$ cat config.mk
export PLATFORM = sky130hd
export DESIGN_NAME = rststrap_seq
export DESIGN_NICKNAME = d
export VERILOG_FILES = /design/src/rtl/rststrap_pkg.sv /design/src/rtl/rststrap_timer.sv /design/src/rtl/rststrap_fsm.sv /design/src/rtl/rststrap_drive.sv /design/src/rtl/rststrap_seq.sv
export SDC_FILE = /design/constraint.sdc
export NUM_CORES = 1
export LEC_CHECK = 0
export BUFFER_PORTS_ARGS = -buffer_cell sky130_fd_sc_hd__buf_2
export CAP_MARGIN = 0
export CORE_UTILIZATION = 50
export DETAILED_ROUTE_END_ITERATION = 7
export PLACE_DENSITY = 0.89
export SYNTH_ARGS = -nofsm -noshare
export SYNTH_HDL_FRONTEND = slang
export SYNTH_SLANG_ARGS = --single-unit
$ cat constraint.sdc
create_clock -name clk -period 2.5 [get_ports clk]
set_input_delay 0 -clock clk [delete_from_list [all_inputs] [get_ports clk]]
set_output_delay 0 -clock clk [all_outputs]
set_load 0.005 [all_outputs]
$ cat src/rtl/rststrap_pkg.sv
package rststrap_pkg;

   typedef enum logic [2:0] {
      ST_IDLE_RESET    = 3'd0,
      ST_DRIVE_PLL     = 3'd1,
      ST_DRIVE_ALL     = 3'd2,
      ST_RELEASE_RESET = 3'd3,
      ST_HOLD          = 3'd4,
      ST_TRISTATE      = 3'd5
   } seq_state_e;

endpackage

$ cat src/rtl/rststrap_timer.sv
module rststrap_timer #(
   parameter int CNT_W = 8
) (
   input  logic             clk,
   input  logic             rst_n,
   input  logic             load,
   input  logic [CNT_W-1:0] load_val,
   output logic             expired
);

   logic [CNT_W-1:0] cnt_q;

   always_ff @(posedge clk or negedge rst_n) begin
      if (!rst_n)
         cnt_q <= '0;
      else if (load)
         cnt_q <= load_val;
      else if (cnt_q != '0)
         cnt_q <= cnt_q - 1'b1;
   end

   assign expired = (cnt_q == '0);

endmodule

$ cat src/rtl/rststrap_fsm.sv
module rststrap_fsm
   import rststrap_pkg::*;
#(
   parameter int PLL_CYC   = 20,
   parameter int SETUP_CYC = 4,
   parameter int HOLD_CYC  = 2
) (
   input  logic clk,
   input  logic rst_n,
   output logic capture_en,
   output logic hreset_n,
   output logic pll_drive,
   output logic gp_drive,
   output logic done
);

   localparam int MAX_LEN = (PLL_CYC > HOLD_CYC) ? PLL_CYC : HOLD_CYC;
   localparam int CNT_W   = $clog2(MAX_LEN + 1);
   localparam logic [CNT_W-1:0] LD_PLL   = CNT_W'(PLL_CYC - SETUP_CYC - 1);
   localparam logic [CNT_W-1:0] LD_SETUP = CNT_W'(SETUP_CYC - 1);
   localparam logic [CNT_W-1:0] LD_HOLD  = CNT_W'(HOLD_CYC - 1);

   seq_state_e       state_q, state_d;
   logic             tmr_load;
   logic [CNT_W-1:0] tmr_val;
   logic             tmr_expired;

   rststrap_timer #(.CNT_W(CNT_W)) u_timer (
      .clk      (clk),
      .rst_n    (rst_n),
      .load     (tmr_load),
      .load_val (tmr_val),
      .expired  (tmr_expired)
   );

   always_comb begin
      state_d  = state_q;
      tmr_load = 1'b0;
      tmr_val  = '0;
      case (state_q)
         ST_IDLE_RESET: begin
            state_d  = ST_DRIVE_PLL;
            tmr_load = 1'b1;
            tmr_val  = LD_PLL;
         end
         ST_DRIVE_PLL: begin
            if (tmr_expired) begin
               state_d  = ST_DRIVE_ALL;
               tmr_load = 1'b1;
               tmr_val  = LD_SETUP;
            end
         end
         ST_DRIVE_ALL: begin
            if (tmr_expired)
               state_d = ST_RELEASE_RESET;
         end
         ST_RELEASE_RESET: begin
            state_d  = ST_HOLD;
            tmr_load = 1'b1;
            tmr_val  = LD_HOLD;
         end
         ST_HOLD: begin
            if (tmr_expired)
               state_d = ST_TRISTATE;
         end
         ST_TRISTATE: state_d = ST_TRISTATE;
         default:     state_d = ST_IDLE_RESET;
      endcase
   end

   always_ff @(posedge clk or negedge rst_n) begin
      if (!rst_n) begin
         state_q   <= ST_IDLE_RESET;
         hreset_n  <= 1'b0;
         pll_drive <= 1'b0;
         gp_drive  <= 1'b0;
         done      <= 1'b0;
      end else begin
         state_q   <= state_d;
         hreset_n  <= (state_d == ST_RELEASE_RESET) || (state_d == ST_HOLD) ||
                      (state_d == ST_TRISTATE);
         pll_drive <= (state_d != ST_IDLE_RESET) && (state_d != ST_TRISTATE);
         gp_drive  <= (state_d == ST_DRIVE_ALL) || (state_d == ST_RELEASE_RESET) ||
                      (state_d == ST_HOLD);
         done      <= (state_d == ST_TRISTATE);
      end
   end

   assign capture_en = (state_q == ST_IDLE_RESET);

endmodule

$ cat src/rtl/rststrap_drive.sv
module rststrap_drive #(
   parameter int              PLL_W       = 4,
   parameter int              GP_W        = 32,
   parameter logic [GP_W-1:0] GP_USE_MASK = '1
) (
   input  logic             clk,
   input  logic             rst_n,
   input  logic             capture_en,
   input  logic [PLL_W-1:0] pll_cfg,
   input  logic [GP_W-1:0]  gp_cfg,
   input  logic             pll_drive,
   input  logic             gp_drive,
   output logic [PLL_W-1:0] pll_o,
   output logic [PLL_W-1:0] pll_oe,
   output logic [GP_W-1:0]  gp_o,
   output logic [GP_W-1:0]  gp_oe
);

   logic [PLL_W-1:0] pll_q;
   logic [GP_W-1:0]  gp_q;

   always_ff @(posedge clk or negedge rst_n) begin
      if (!rst_n) begin
         pll_q <= '0;
         gp_q  <= '0;
      end else if (capture_en) begin
         pll_q <= pll_cfg;
         gp_q  <= gp_cfg & GP_USE_MASK;
      end
   end

   assign pll_o = pll_q;
   assign gp_o  = gp_q;

   for (genvar p = 0; p < PLL_W; p++) begin : g_pll_oe
      assign pll_oe[p] = pll_drive;
   end

   for (genvar g = 0; g < GP_W; g++) begin : g_gp_oe
      if (GP_USE_MASK[g]) begin : g_used
         assign gp_oe[g] = gp_drive;
      end else begin : g_unused
         assign gp_oe[g] = 1'b0;
      end
   end

endmodule

$ cat src/rtl/rststrap_seq.sv
module rststrap_seq #(
   parameter int              PLL_W           = 4,
   parameter int              GP_W            = 32,
   parameter logic [GP_W-1:0] GP_USE_MASK     = '1,
   parameter int              CLK_HZ          = 33_333_333,
   parameter int              PLL_SETUP_US    = 100_000,
   parameter int              STRAP_SETUP_CYC = 4,
   parameter int              HOLD_CYC        = 2
) (
   input  logic             clk,
   input  logic             pwr_ok,
   input  logic [PLL_W-1:0] cfg_pll_i,
   input  logic [GP_W-1:0]  cfg_gp_i,
   output logic             hreset_n,
   output logic [PLL_W-1:0] pll_strap_o,
   output logic [PLL_W-1:0] pll_strap_oe,
   output logic [GP_W-1:0]  gp_strap_o,
   output logic [GP_W-1:0]  gp_strap_oe,
   output logic             seq_done
);

   localparam longint unsigned PLL_CYC_L =
      (longint'(CLK_HZ) * longint'(PLL_SETUP_US) + 64'd999_999) / 64'd1_000_000;
   localparam int PLL_SETUP_CYC = int'(PLL_CYC_L);

   if (PLL_W < 1 || GP_W < 1) begin : g_bad_width
      $error("strap bus widths must be at least 1");
   end
   if (STRAP_SETUP_CYC < 4) begin : g_bad_setup
      $error("general strap setup must be at least 4 cycles");
   end
   if (HOLD_CYC < 2) begin : g_bad_hold
      $error("strap hold must be at least 2 cycles");
   end
   if (PLL_SETUP_CYC <= STRAP_SETUP_CYC) begin : g_bad_pll
      $error("PLL setup window must exceed the general strap setup");
   end

   logic capture_en, pll_drive, gp_drive;

   rststrap_fsm #(
      .PLL_CYC   (PLL_SETUP_CYC),
      .SETUP_CYC (STRAP_SETUP_CYC),
      .HOLD_CYC  (HOLD_CYC)
   ) u_fsm (
      .clk        (clk),
      .rst_n      (pwr_ok),
      .capture_en (capture_en),
      .hreset_n   (hreset_n),
      .pll_drive  (pll_drive),
      .gp_drive   (gp_drive),
      .done       (seq_done)
   );

   rststrap_drive #(
      .PLL_W       (PLL_W),
      .GP_W        (GP_W),
      .GP_USE_MASK (GP_USE_MASK)
   ) u_drive (
      .clk        (clk),
      .rst_n      (pwr_ok),
      .capture_en (capture_en),
      .pll_cfg    (cfg_pll_i),
      .gp_cfg     (cfg_gp_i),
      .pll_drive  (pll_drive),
      .gp_drive   (gp_drive),
      .pll_o      (pll_strap_o),
      .pll_oe     (pll_strap_oe),
      .gp_o       (gp_strap_o),
      .gp_oe      (gp_strap_oe)
   );

endmodule

==> summary.txt <==
Run status
  – Status: completed

Setup path
  – CP peak stage delay: 530 ps
  – Critical Path AT: ~2600 ps
  – Slowest CP cell: or4b_4
  – R2r startpoint: u_fsm.u_timer.cnt_q[0]
  – RR Endpoint: u_fsm.u_timer.cnt_q[5]
  – R2r setup slk: between 80 and 90 ps
  – CP endpoint kind: flop
  – Sequence of cells on the critical path: inv_1 > ha_1 > or4b_4 > nor4_4 > buf_4 > nand2_4 > a211oi_4 > nor2_1
  – Worst setup SP type: flop
  – Worst reg-to-reg path cell count: 8
  – Setup CP Type: flop to flop
  – Maximum fanout along the worst path: 10
  – Worst EP required: 2730 ps

Place
  – Area after DPL: 3610 um2
  – Place WS: 11.5 ps
  – Post-DP HPWL: about 5100 um
  – GPL Wtd Cong: 0.918
  – IO Port Bufs: between 100 and 150

Detailed routing
  – Drc violations: 0
  – Post-DR wirelength/cell: 15.8 um
  – Post-DRT Antenna Nets: 0
  – Met1 wire length: ~3300 um
  – DRT Wirelength: 8850 um
  – Vias post-DR: 3112
  – DRT iter0 DRCs: 231
  – Met3 wire length: approximately 840 um
  – Met2 WL: 4440 um
  – Drt first pass iters: 5
  – Via density: 5.55
  – Top layer in use: met4

STA
  – Layout Skew: 12.9 ps
  – Final worst-path cycle share: 0.965
  – Slew at the pin closest to its max-slew limit: 681 ps
  – Max transition margin: 0.546
  – PnR worst setup slack: 87.2 ps
  – Min Tclk post-route: 2410 ps
  – Fmax: approximately 410 MHz
  – Hold Vio Cnt, Final: 0
  – Final max-slew violation count: 0
  – Final setup viols: 0
  – Setup TNS: 0 ps
  – Hold slack: between 150 and 200 ps

Yosys
  – Gate Count Post-Synth: between 300 and 400
  – Post-synth top area share: 0.504
  – Syn nets: 401
  – EDFF count, synth: 0
  – Mapped Area: 3230 um2
  – Post-synth top area cell: dfrtp_1
  – Ys flop type: dfrtp_1
  – Area contributors post-synth: dfrtp_1, nand2_1, buf_4, a21oi_1, nor2_1
  – Netlist cell types: 45
  – Post-synthesis sequential area ratio: 0.504
  – Yosys Warn Count: 0
  – Mean Syn Cell Area: 8.92 um2
  – FFs w/ async S/R, synth: 1.00
  – Synth Register Bits: 65

Clock network
  – Max Root-Sink Buffers: 2
  – CTS root buf: clkbuf_8
  – Clk sink count: 65
  – CTS clk-pin slew, worst paths: 80 ps
  – H-tree levels: 3
  – Number of buffers created by CTS: 9
  – Clk_lat worst skew: 350 ps
  – CTS tree: done

Floorplan
  – Starting Density: 0.533
  – Rows: 28
  – Core footprint: 6060 um2
  – Die height: approximately 82 um
  – # IOs: 112
  – Die Footprint: 6780 um2
  – Chip Width: 82.4 um

Global routing
  – Vias in the first global route: around 2.9k
  – Global route total overflow: 0
  – First-pass GRT wire length: 13800 um
  – Gr usage total: 0.280
  – Largest net degree at the start of global routing: 33
  – Initial antenna violation count: 0

Pwr
  – Lkg Pwr: 2.15 nW
  – Total power after layout: 2.18 mW
  – VDD IR max: 0.000364 V
  – Pwr per Cell Area: 520 nW/um2

Final layout
  – ANT cells: 0
  – Final nets: 520
  – Most common cell after layout, fill and taps aside: nand2_1
  – Area delta synth->final: 30.2%
  – Most frequent cells in the layout: nand2_1, buf_2, dfrtp_1, dlygate4sd3_1
  – Layout cells sized above 1: 0.302
  – Final Cell Area: 4200 um2

Job
  – MaxCap Viol Count: 0

Worst hold path
  – Worst Hold Class: primary input to async pin
report_power, final:
part	leakage, nW	internal, mW	switching (mW)
sequential	0.757	1.08	0.0191
clock	0.104	0.469	0.453
combinational	1.29	0.0904	0.0729
Yosys cell counts (3+ instances only):
cell type  number
or4_1           3
buf_4          37
a211oi_1        4
clkbuf_1       13
nor3_1          9
or3_1           3
nor2_1         17
nand2b_1        4
dfrtp_1        65
nand3_1         3
nand2_1       121
o211ai_1        3
xor2_1          3
o21ai_0        10
inv_1           4
o31ai_1         3
nor4_1          5
xnor2_1         7
a21oi_1        17
layer usage:
metal	GRT usage	up-vias
li1	-	1396
met3	0.0890	38
met2	0.471	230
met5	0	-
met4	0.135	0
met1	0.323	1448
layout make-up:
class	instances	area, um2
clock inverter	7	78.8
multi-input combinational	242	1260
fill	403	1860
clock buffer	9	124
timing repair buffer	159	1010
inverter	4	15.0
sequential	65	1630
tap	75	93.8
stage by stage:
step | utilization | cells
floorplan | - | 362
global placement | 0.596 | 506
detailed placement | 0.596 | 506
CTS | 0.691 | 559
global route | 0.693 | 561
finish | 0.693 | 561
how the worst max path moves through the flow:
stage / start / endpoint / slack [ps] / cells after the start
after floorplan: u_fsm.u_timer.cnt_q[0] / u_fsm.u_timer.cnt_q[18] / 290 / 7
after global placement: u_fsm.u_timer.cnt_q[0] / u_fsm.u_timer.cnt_q[18] / 140 / 7
after detailed placement: u_fsm.u_timer.cnt_q[0] / u_fsm.u_timer.cnt_q[18] / 10 / 7
after CTS: u_fsm.u_timer.cnt_q[0] / u_fsm.u_timer.cnt_q[18] / 120 / 7
after global routing: u_fsm.u_timer.cnt_q[0] / u_fsm.u_timer.cnt_q[5] / -6 / 8
final: u_fsm.u_timer.cnt_q[0] / u_fsm.u_timer.cnt_q[5] / 90 / 8
cells by family (layout without fill, tap and decap cells):
group           after synthesis  after routing  synth area share
simple gates                182            182             0.259
compound gates               48             48            0.0938
mux                           1              1           0.00310
buf+inv                      55            179             0.109
xor+xnor                     10             10            0.0271
fa+ha+maj                     1              1           0.00388
flops                        65             65             0.504
sequential cells by signal, indices dropped and copies added (netlist names):
signal	flops
u_fsm.gp_drive	1
u_fsm.state_q	3
u_drive.pll_o	4
u_fsm.hreset_n	1
u_fsm.pll_drive	1
u_fsm.done	1
u_drive.gp_o	32
u_fsm.u_timer.cnt_q	22
repair_timing:
item | CTS | global route
hold buffers | 37 | 0
buffers inserted | 0 | 2
endpoints found under the setup margin | 2 | 4
endpoints found under the hold margin | 60 | 0
pin swaps | 1 | 1
gates resized for setup | 0 | 1
critical path: cells and delay by family (launching register included):
| kind | cells | cell delay, ps |
|---|---|---|
| simple gates | 4 | 1000 |
| fa+ha+maj | 1 | 220 |
| flops | 1 | 420 |
| compound gates | 1 | 360 |
| buf+inv | 2 | 300 |
Power figures use the tool's default switching activity.
